### config.mk
export PLATFORM = sky130hd
export DESIGN_NAME = bidir_port_ctrl
export DESIGN_NICKNAME = d
export VERILOG_FILES = /design/src/rtl/portctl_pkg.sv /design/src/rtl/pin_sync.sv /design/src/rtl/port_regs.sv /design/src/rtl/change_det.sv /design/src/rtl/edge_det.sv /design/src/rtl/bidir_port_ctrl.sv
export SDC_FILE = /design/constraint.sdc
export NUM_CORES = 1
export LEC_CHECK = 0
export ABC_AREA = 1
export BUFFER_PORTS_ARGS = -buffer_cell sky130_fd_sc_hd__buf_4
export CORE_MARGIN = 2
export CORE_UTILIZATION = 44
export DETAILED_ROUTE_END_ITERATION = 7
export HOLD_SLACK_MARGIN = 0.1
export MAX_ROUTING_LAYER = met4
export PLACE_DENSITY = 0.74
export SLEW_MARGIN = 40
export SYNTH_ARGS = -nofsm -noshare
export SYNTH_HDL_FRONTEND = slang
export SYNTH_HIERARCHICAL = 1
export SYNTH_SLANG_ARGS = --single-unit
export TNS_END_PERCENT = 50
### constraint.sdc
create_clock -name clk -period 0.94 [get_ports clk]
set_clock_uncertainty 0.15 [all_clocks]
set_input_delay 0.094 -clock clk [delete_from_list [all_inputs] [get_ports clk]]
set_output_delay 0.094 -clock clk [all_outputs]
set_load 0.01 [all_outputs]
### src/rtl/portctl_pkg.sv
package portctl_pkg;
  // Mask with ones from bit lo up to bit width-1.
  function automatic logic [63:0] span_mask(int width, int lo);
    logic [63:0] m;
    m = '0;
    for (int i = 0; i < 64; i++) begin
      m[i] = (i >= lo) && (i < width);
    end
    return m;
  endfunction
endpackage

### src/rtl/pin_sync.sv
module pin_sync #(
  parameter int W      = 8,
  parameter int STAGES = 2
) (
  input  logic         clk,
  input  logic         rst,
  input  logic [W-1:0] d,
  output logic [W-1:0] q
);
  logic [W-1:0] stg [STAGES];

  always_ff @(posedge clk) begin
    if (rst) stg[0] <= '0;
    else     stg[0] <= d;
  end

  for (genvar s = 1; s < STAGES; s++) begin : g_stage
    always_ff @(posedge clk) begin
      if (rst) stg[s] <= '0;
      else     stg[s] <= stg[s-1];
    end
  end

  assign q = stg[STAGES-1];
endmodule

### src/rtl/port_regs.sv
module port_regs #(
  parameter int W = 8
) (
  input  logic         clk,
  input  logic         rst,
  input  logic [W-1:0] pin_s,
  input  logic         rd_stb,
  input  logic         wr_stb,
  input  logic [W-1:0] wr_data,
  input  logic         dir_wr,
  input  logic [W-1:0] dir_wdata,
  input  logic         pu_off_n,
  output logic [W-1:0] pin_out,
  output logic [W-1:0] pin_oe,
  output logic [W-1:0] pin_pu,
  output logic [W-1:0] dir_q,
  output logic [W-1:0] rd_data
);
  logic [W-1:0] dir_next;

  assign dir_next = dir_wr ? dir_wdata : dir_q;

  always_ff @(posedge clk) begin
    if (rst) begin
      pin_out <= '0;
      dir_q   <= '1;
      pin_oe  <= '0;
      pin_pu  <= '0;
      rd_data <= '0;
    end else begin
      if (wr_stb) pin_out <= wr_data;
      if (rd_stb) rd_data <= pin_s;
      dir_q  <= dir_next;
      pin_oe <= ~dir_next;
      pin_pu <= dir_next & {W{~pu_off_n}};
    end
  end


  dir_to_oe_chk: assert property (@(posedge clk) disable iff (rst)
    dir_wr |=> (pin_oe == ~$past(dir_wdata)));

  read_capture_chk: assert property (@(posedge clk) disable iff (rst)
    rd_stb |=> (rd_data == $past(pin_s)));

  latch_load_chk: assert property (@(posedge clk) disable iff (rst)
    wr_stb |=> (pin_out == $past(wr_data)));

  pu_on_output_chk: assert property (@(posedge clk) disable iff (rst)
    (pin_pu & pin_oe) == '0);
endmodule

### src/rtl/change_det.sv
module change_det #(
  parameter int W      = 8,
  parameter int CHG_LO = 4
) (
  input  logic         clk,
  input  logic         rst,
  input  logic [W-1:0] pin_s,
  input  logic [W-1:0] dir_q,
  input  logic         access,
  input  logic         clr,
  output logic         chg_flag,
  output logic         wake_req
);
  import portctl_pkg::*;

  localparam logic [W-1:0] WATCH = W'(span_mask(W, CHG_LO));

  logic [W-1:0] snap;
  logic         diff_any;
  logic         mis;

  assign diff_any = |((pin_s ^ snap) & dir_q & WATCH);
  // An access compares the pins against themselves: no difference.
  assign mis      = diff_any & ~access;

  always_ff @(posedge clk) begin
    if (rst) begin
      snap     <= '0;
      chg_flag <= 1'b0;
      wake_req <= 1'b0;
    end else begin
      if (access) snap <= pin_s;
      chg_flag <= mis | (chg_flag & ~clr);
      wake_req <= mis;
    end
  end


  mismatch_sets_chk: assert property (@(posedge clk) disable iff (rst)
    mis |=> chg_flag);

  access_ends_chk: assert property (@(posedge clk) disable iff (rst)
    access |=> !wake_req);

  wake_with_flag_chk: assert property (@(posedge clk) disable iff (rst)
    wake_req |-> chg_flag);
endmodule

### src/rtl/edge_det.sv
module edge_det (
  input  logic clk,
  input  logic rst,
  input  logic pin0_s,
  input  logic edge_rise,
  input  logic clr,
  output logic edge_flag
);
  logic prev;
  logic ev;

  assign ev = edge_rise ? (pin0_s & ~prev) : (~pin0_s & prev);

  always_ff @(posedge clk) begin
    if (rst) begin
      prev      <= 1'b0;
      edge_flag <= 1'b0;
    end else begin
      prev      <= pin0_s;
      edge_flag <= ev | (edge_flag & ~clr);
    end
  end


  event_wins_chk: assert property (@(posedge clk) disable iff (rst)
    ev |=> edge_flag);

  clear_works_chk: assert property (@(posedge clk) disable iff (rst)
    (!ev && clr) |=> !edge_flag);
endmodule

### src/rtl/bidir_port_ctrl.sv
module bidir_port_ctrl #(
  parameter int W           = 8,
  parameter int CHG_LO      = 4,
  parameter int SYNC_STAGES = 2
) (
  input  logic         clk,
  input  logic         rst,
  input  logic [W-1:0] pin_in,
  input  logic         rd_stb,
  input  logic         wr_stb,
  input  logic [W-1:0] wr_data,
  input  logic         dir_wr,
  input  logic [W-1:0] dir_wdata,
  input  logic         pu_off_n,
  input  logic         edge_rise,
  input  logic         chg_clr,
  input  logic         edge_clr,
  output logic [W-1:0] pin_out,
  output logic [W-1:0] pin_oe,
  output logic [W-1:0] pin_pu,
  output logic [W-1:0] dir_q,
  output logic [W-1:0] rd_data,
  output logic         chg_flag,
  output logic         edge_flag,
  output logic         wake_req
);
  logic [W-1:0] pin_s;
  logic         access;

  assign access = rd_stb | wr_stb;

  pin_sync #(.W(W), .STAGES(SYNC_STAGES)) u_sync (
    .clk (clk),
    .rst (rst),
    .d   (pin_in),
    .q   (pin_s)
  );

  port_regs #(.W(W)) u_regs (
    .clk       (clk),
    .rst       (rst),
    .pin_s     (pin_s),
    .rd_stb    (rd_stb),
    .wr_stb    (wr_stb),
    .wr_data   (wr_data),
    .dir_wr    (dir_wr),
    .dir_wdata (dir_wdata),
    .pu_off_n  (pu_off_n),
    .pin_out   (pin_out),
    .pin_oe    (pin_oe),
    .pin_pu    (pin_pu),
    .dir_q     (dir_q),
    .rd_data   (rd_data)
  );

  change_det #(.W(W), .CHG_LO(CHG_LO)) u_chg (
    .clk      (clk),
    .rst      (rst),
    .pin_s    (pin_s),
    .dir_q    (dir_q),
    .access   (access),
    .clr      (chg_clr),
    .chg_flag (chg_flag),
    .wake_req (wake_req)
  );

  edge_det u_edge (
    .clk       (clk),
    .rst       (rst),
    .pin0_s    (pin_s[0]),
    .edge_rise (edge_rise),
    .clr       (edge_clr),
    .edge_flag (edge_flag)
  );
endmodule

# Word-level counts from Yosys, hierarchy flattened
# Memory sizes are Yosys's and may differ from the RTL's.
# Index checks and enable logic that the tools add are counted.
# word_totals
n_memories	1
in_bits	33
mem_bits_rw	16
elab_cells	39
latch_bits	0
out_inout_bits	43
romBits	0
register_bits	52
# memory_table
name	words	width	rd	rd_ports_with_merged_regs	wr	line	rtl
u_sync.stg	2	8	2	0	2	pin_sync.sv:10	logic [W-1:0] stg [STAGES];
# classes
n_mux	7
add_sub_neg	0
shift	0
mul	0
magnitude_cmp	0
eq_ne	0
n_reduce_logical	1
div	0
bitwise_logic	20
# op_table
operator	count
two-way mux 8 bit	3
AND 8 bit	2
NOT 8 bit	1
bitwise XOR 8 bit	1
NOT 1 bit	6
AND 1 bit	5
OR 1 bit	5
two-way mux 1 bit	4
OR reduction 4 bit	1

# Depth between registers and ports, before layout
# logic_depth
depth_word	5
ltp_mapped	8
mapped_depth_nobuf	8

# Hierarchy
# The synthesis kept the hierarchy.
# by_module_without_submodules
module	area_each_um2	instances	cells_per_inst	seq_area_each_um2
port_regs	1431.4	1	188	800.8
pin_sync	474.2	1	50	320.3
change_det	282.8	1	45	120.1
edge_det	88.8	1	14	40.0
bidir_port_ctrl	11.3	1	3	0.0

# Worst setup path before layout
# Ideal clock, no wire load.
# synth_path
path_type	register to register
from	memory u_sync.stg[1][4]
to	register u_chg.chg_flag
required_time_ns	0.676
t_arrival_ns	0.712
n_path_buf	0
slack_ns	-0.036
synth_period_minus_slack_ns	0.976
path_stages_with_launch	8
setup_ns	0.114
path_cell_list	dfxtp_1 > nand2_1 > nand2_1 > nor2_1 > nor2_2 > nand2_1 > nand2_1 > nand2_1
# synth_lines
element	line	rtl
from (decl)	pin_sync.sv:10	
to (signal assigned)	change_det.sv:33	chg_flag <= mis | (chg_flag & ~clr);
to (decl)	change_det.sv:11	output logic chg_flag,

# Final worst setup path
# layout_path
from	register u_regs.dir_q[7]
to	output port dir_q[7]
# layout_lines
element	line	rtl
from (decl)	port_regs.sv:16	output logic [W-1:0] dir_q,
from (signal assigned)	port_regs.sv:33	dir_q <= dir_next;
to (decl)	bidir_port_ctrl.sv:21	output logic [W-1:0] dir_q,
# No word-level cell between the ends.

==> results.json <==
{
  "holdCritStartpoint": "rd_stb",
  "route.antenna.remaining_nets": 0,
  "power_density_nw_per_um2": 1630,
  "insertedDiodeCount": 0,
  "crit_family": "flip-flops",
  "fin_setup_tns_ps": -3740,
  "drc": 0,
  "post_synth_num_cell_types": 16,
  "clock_tree.buffer_depth": 2,
  "h_tree_levels": 3,
  "row_count": 26,
  "cts.reportedPaths.clkPinSlew_ps": 70,
  "most_common_cell_in_the_synthesized_netlist": "nand2_1",
  "synthesis.yosys.warnings": 6,
  "synthesis.instances": 300,
  "fin_hold_ws_ps": -87.7,
  "synth_area_leaders": "dfxtp_1, nand2_1, nor2_1, inv_1, o21ai_0",
  "post_place_cells": 450,
  "post_layout_nonfiller_instances": 500,
  "critical_path_buf_inv_count": 2,
  "path_common_cell": "buf_6",
  "worstReg2RegEnd": "u_chg/chg_flag",
  "start_kind": "register",
  "detail_route.first_pass.iterations": 4,
  "slew-limit-headroom_pct": 71.1,
  "post_route_cells_drive_above_1_share_pct": 45.3,
  "arrival_ps": 890,
  "die_height_um": 76.1,
  "synth-async-reset-ratio_pct": 0,
  "global_route_congestion_overflow_total": 0,
  "finalWirelength_um": 5500,
  "max_clk_rate_mhz": 884,
  "global_route.usage.total_pct": 21.0,
  "portion_of_the_clock_cycle_consumed_by_the_worst_path_in_the_final_layout_pct": 120,
  "crit_path_max_fo": 2,
  "yosys.area.top_type_share_pct": 56.0,
  "mappedNetlistArea_um2": 2290,
  "hold_path_end": "u_regs/rd_data[7]",
  "yosys-top-cells-count": "nand2_1, dfxtp_1, nor2_1",
  "clock_tree.root_cell": "clkbuf_8",
  "ys.flop_type": "dfxtp_1",
  "number_of_buffers_inserted_during_clock_tree_synthesis": 9,
  "vias_per_cell": 4.30,
  "pin_count_of_the_biggest_net_entering_global_routing": 25,
  "core_area_um2": 5070,
  "postCtsHoldBufs": 27,
  "worst_skew_pair.late_latency_ps": 340,
  "via_count_of_the_first_global_routing_pass": 2101,
  "synth.avg_cell_area_um2": 7.63,
  "fin_total_pwr_w": 0.00614,
  "die_width_um": 76.1,
  "vias": 2150,
  "outcome": "complete, but fails checks",
  "worst_hold_path_type": "in2reg",
  "nNetsFinal": 458,
  "synth.ff_latch_count": 64,
  "synth_nets": 333,
  "timing.critical_path.cells": "buf_6 > buf_6",
  "gp_congestion": 0.765,
  "cap_violations": 0,
  "synth_seq_area_share_pct": 56.0,
  "critical_path.reg2reg.startpoint": "u_regs/dir_q[4]",
  "timing.critical_path.required_ps": 700,
  "critPathSlowestCell": "dfxtp_2",
  "fp.dieArea_um2": 5790,
  "final.min_clock_period_ps": 1130,
  "power_leakage_nw": 1.94,
  "tritoncts": "done",
  "crit_start": "u_regs/dir_q[7]",
  "peakVddDrop_mv": 1.21,
  "portBuffers": 75,
  "synth_top_cell_by_area": "dfxtp_1",
  "final-hold-violation-count": 10,
  "routed_wire_length_per_instance_um": 11.0,
  "start_util_pct": 45.1,
  "worst_hold_path_stage_count": 3,
  "synth-edff-count": 0,
  "setup_viol": 48,
  "grt_pass1_wl_um": 9410,
  "place.detailed.hpwl_um": 3370,
  "timing_worst_setup_path_type": "reg2out",
  "layout_setup_ws_ps": -191,
  "detailedPlace.worstSlack_ps": -83.3,
  "maxSlewViolCount": 0,
  "failed_checks": "hold timing, setup timing",
  "rsz0062_at_grt": "true",
  "pin_count": 76,
  "critical_path.endpoint_type": "primary output",
  "critical_path_max_stage_delay_ps": 330,
  "rr_worst_depth": 7,
  "worstMarginPinSlew_ps": 434,
  "rrSetupSlack_ps": -120,
  "syn2layout_area_growth_pct": 65.1,
  "clock_sinks": 64,
  "antenna_found_initial": 0,
  "first_iter_violations": 82
}
## what timing repair did
item / in CTS / in global routing
setup buffers: 7 / 0
endpoints found under the hold margin: 64 / 46
resized for setup: 67 / 49
endpoints found under the setup margin: 45 / 60
pin swaps: 0 / 4
## routing by layer
layer | global-route usage, % | part of all wire (%)
met5 | - | 0
met4 | 7.82 | 2.6
met3 | 7.46 | 4.4
met2 | 35.0 | 51
met1 | 23.2 | 42
## layout by cell type, fill, tap and decap left out, drive strengths merged
cell,Yosys,final
a21oi,2,2
buf,9,96
bufinv,0,1
clkbuf,0,12
clkinv,0,3
dfxtp,64,64
dlygate4sd3,0,25
dlymetal6s4s,0,2
inv,52,52
nand2,71,71
nand3,5,5
nand3b,1,1
nor2,75,75
o21ai,20,20
or2,1,1
## power by group
group,switching [W],internal [W],leakage [nW],total [W]
Combinational,0.000414,0.000543,1.31,0.000957
Clock,0.000990,0.00121,0.0941,0.00220
Sequential,0.0000907,0.00289,0.539,0.00298
## layout make-up
class	instances	area (um2)
well taps	70	87.6
clock inverters	4	45.0
inverters	52	195
flip-flops and latches	64	1340
clock buffers	12	135
repair buffers	123	1200
fillers	397	1300
multi-input cells	175	777
## state kept, by name (all words and copies together) (netlist names)
| name | flops |
|---|---|
| u_regs/dir_q | 8 |
| u_regs/pin_oe | 8 |
| u_chg/wake_req | 1 |
| u_chg/snap | 4 |
| u_regs/pin_out | 8 |
| u_regs/rd_data | 8 |
| u_sync/stg | 16 |
| u_edge/prev | 1 |
| u_regs/pin_pu | 8 |
| u_chg/chg_flag | 1 |
| u_edge/edge_flag | 1 |
## kinds of logic after synthesis
kind of cell	Yosys count	synth area share (%)
AO/OA/AOI/OAI	22	4.81
flip-flops	64	56.0
AND/OR/NAND/NOR	153	27.0
buffers and inverters	61	12.2
## worst max path at each step
| stage | endpoint | cells after the start |
|---|---|---|
| after floorplan | u_chg/chg_flag | 7 |
| after global placement | u_chg/chg_flag | 8 |
| final | dir_q[7] | 2 |
| after detailed placement | u_chg/chg_flag | 8 |
| after global routing | dir_q[7] | 2 |
| after CTS | dir_q[6] | 2 |
## tightest hold or removal path: cells and delay by family
kind / cells / cell delay, ps
AND/OR/NAND/NOR: 1 / 80
AO/OA/AOI/OAI: 1 / 70
buffers and inverters: 1 / 110
## per-stage QoR
stage	area [um2]	utilization, %
2_1_floorplan	2300	-
3_3_place_gp	2980	58.7
3_5_place_dp	2980	58.7
4_1_cts	3670	72.2
5_1_grt	3780	74.5
6_report	3780	74.5
(Power assumes the default switching activity.)
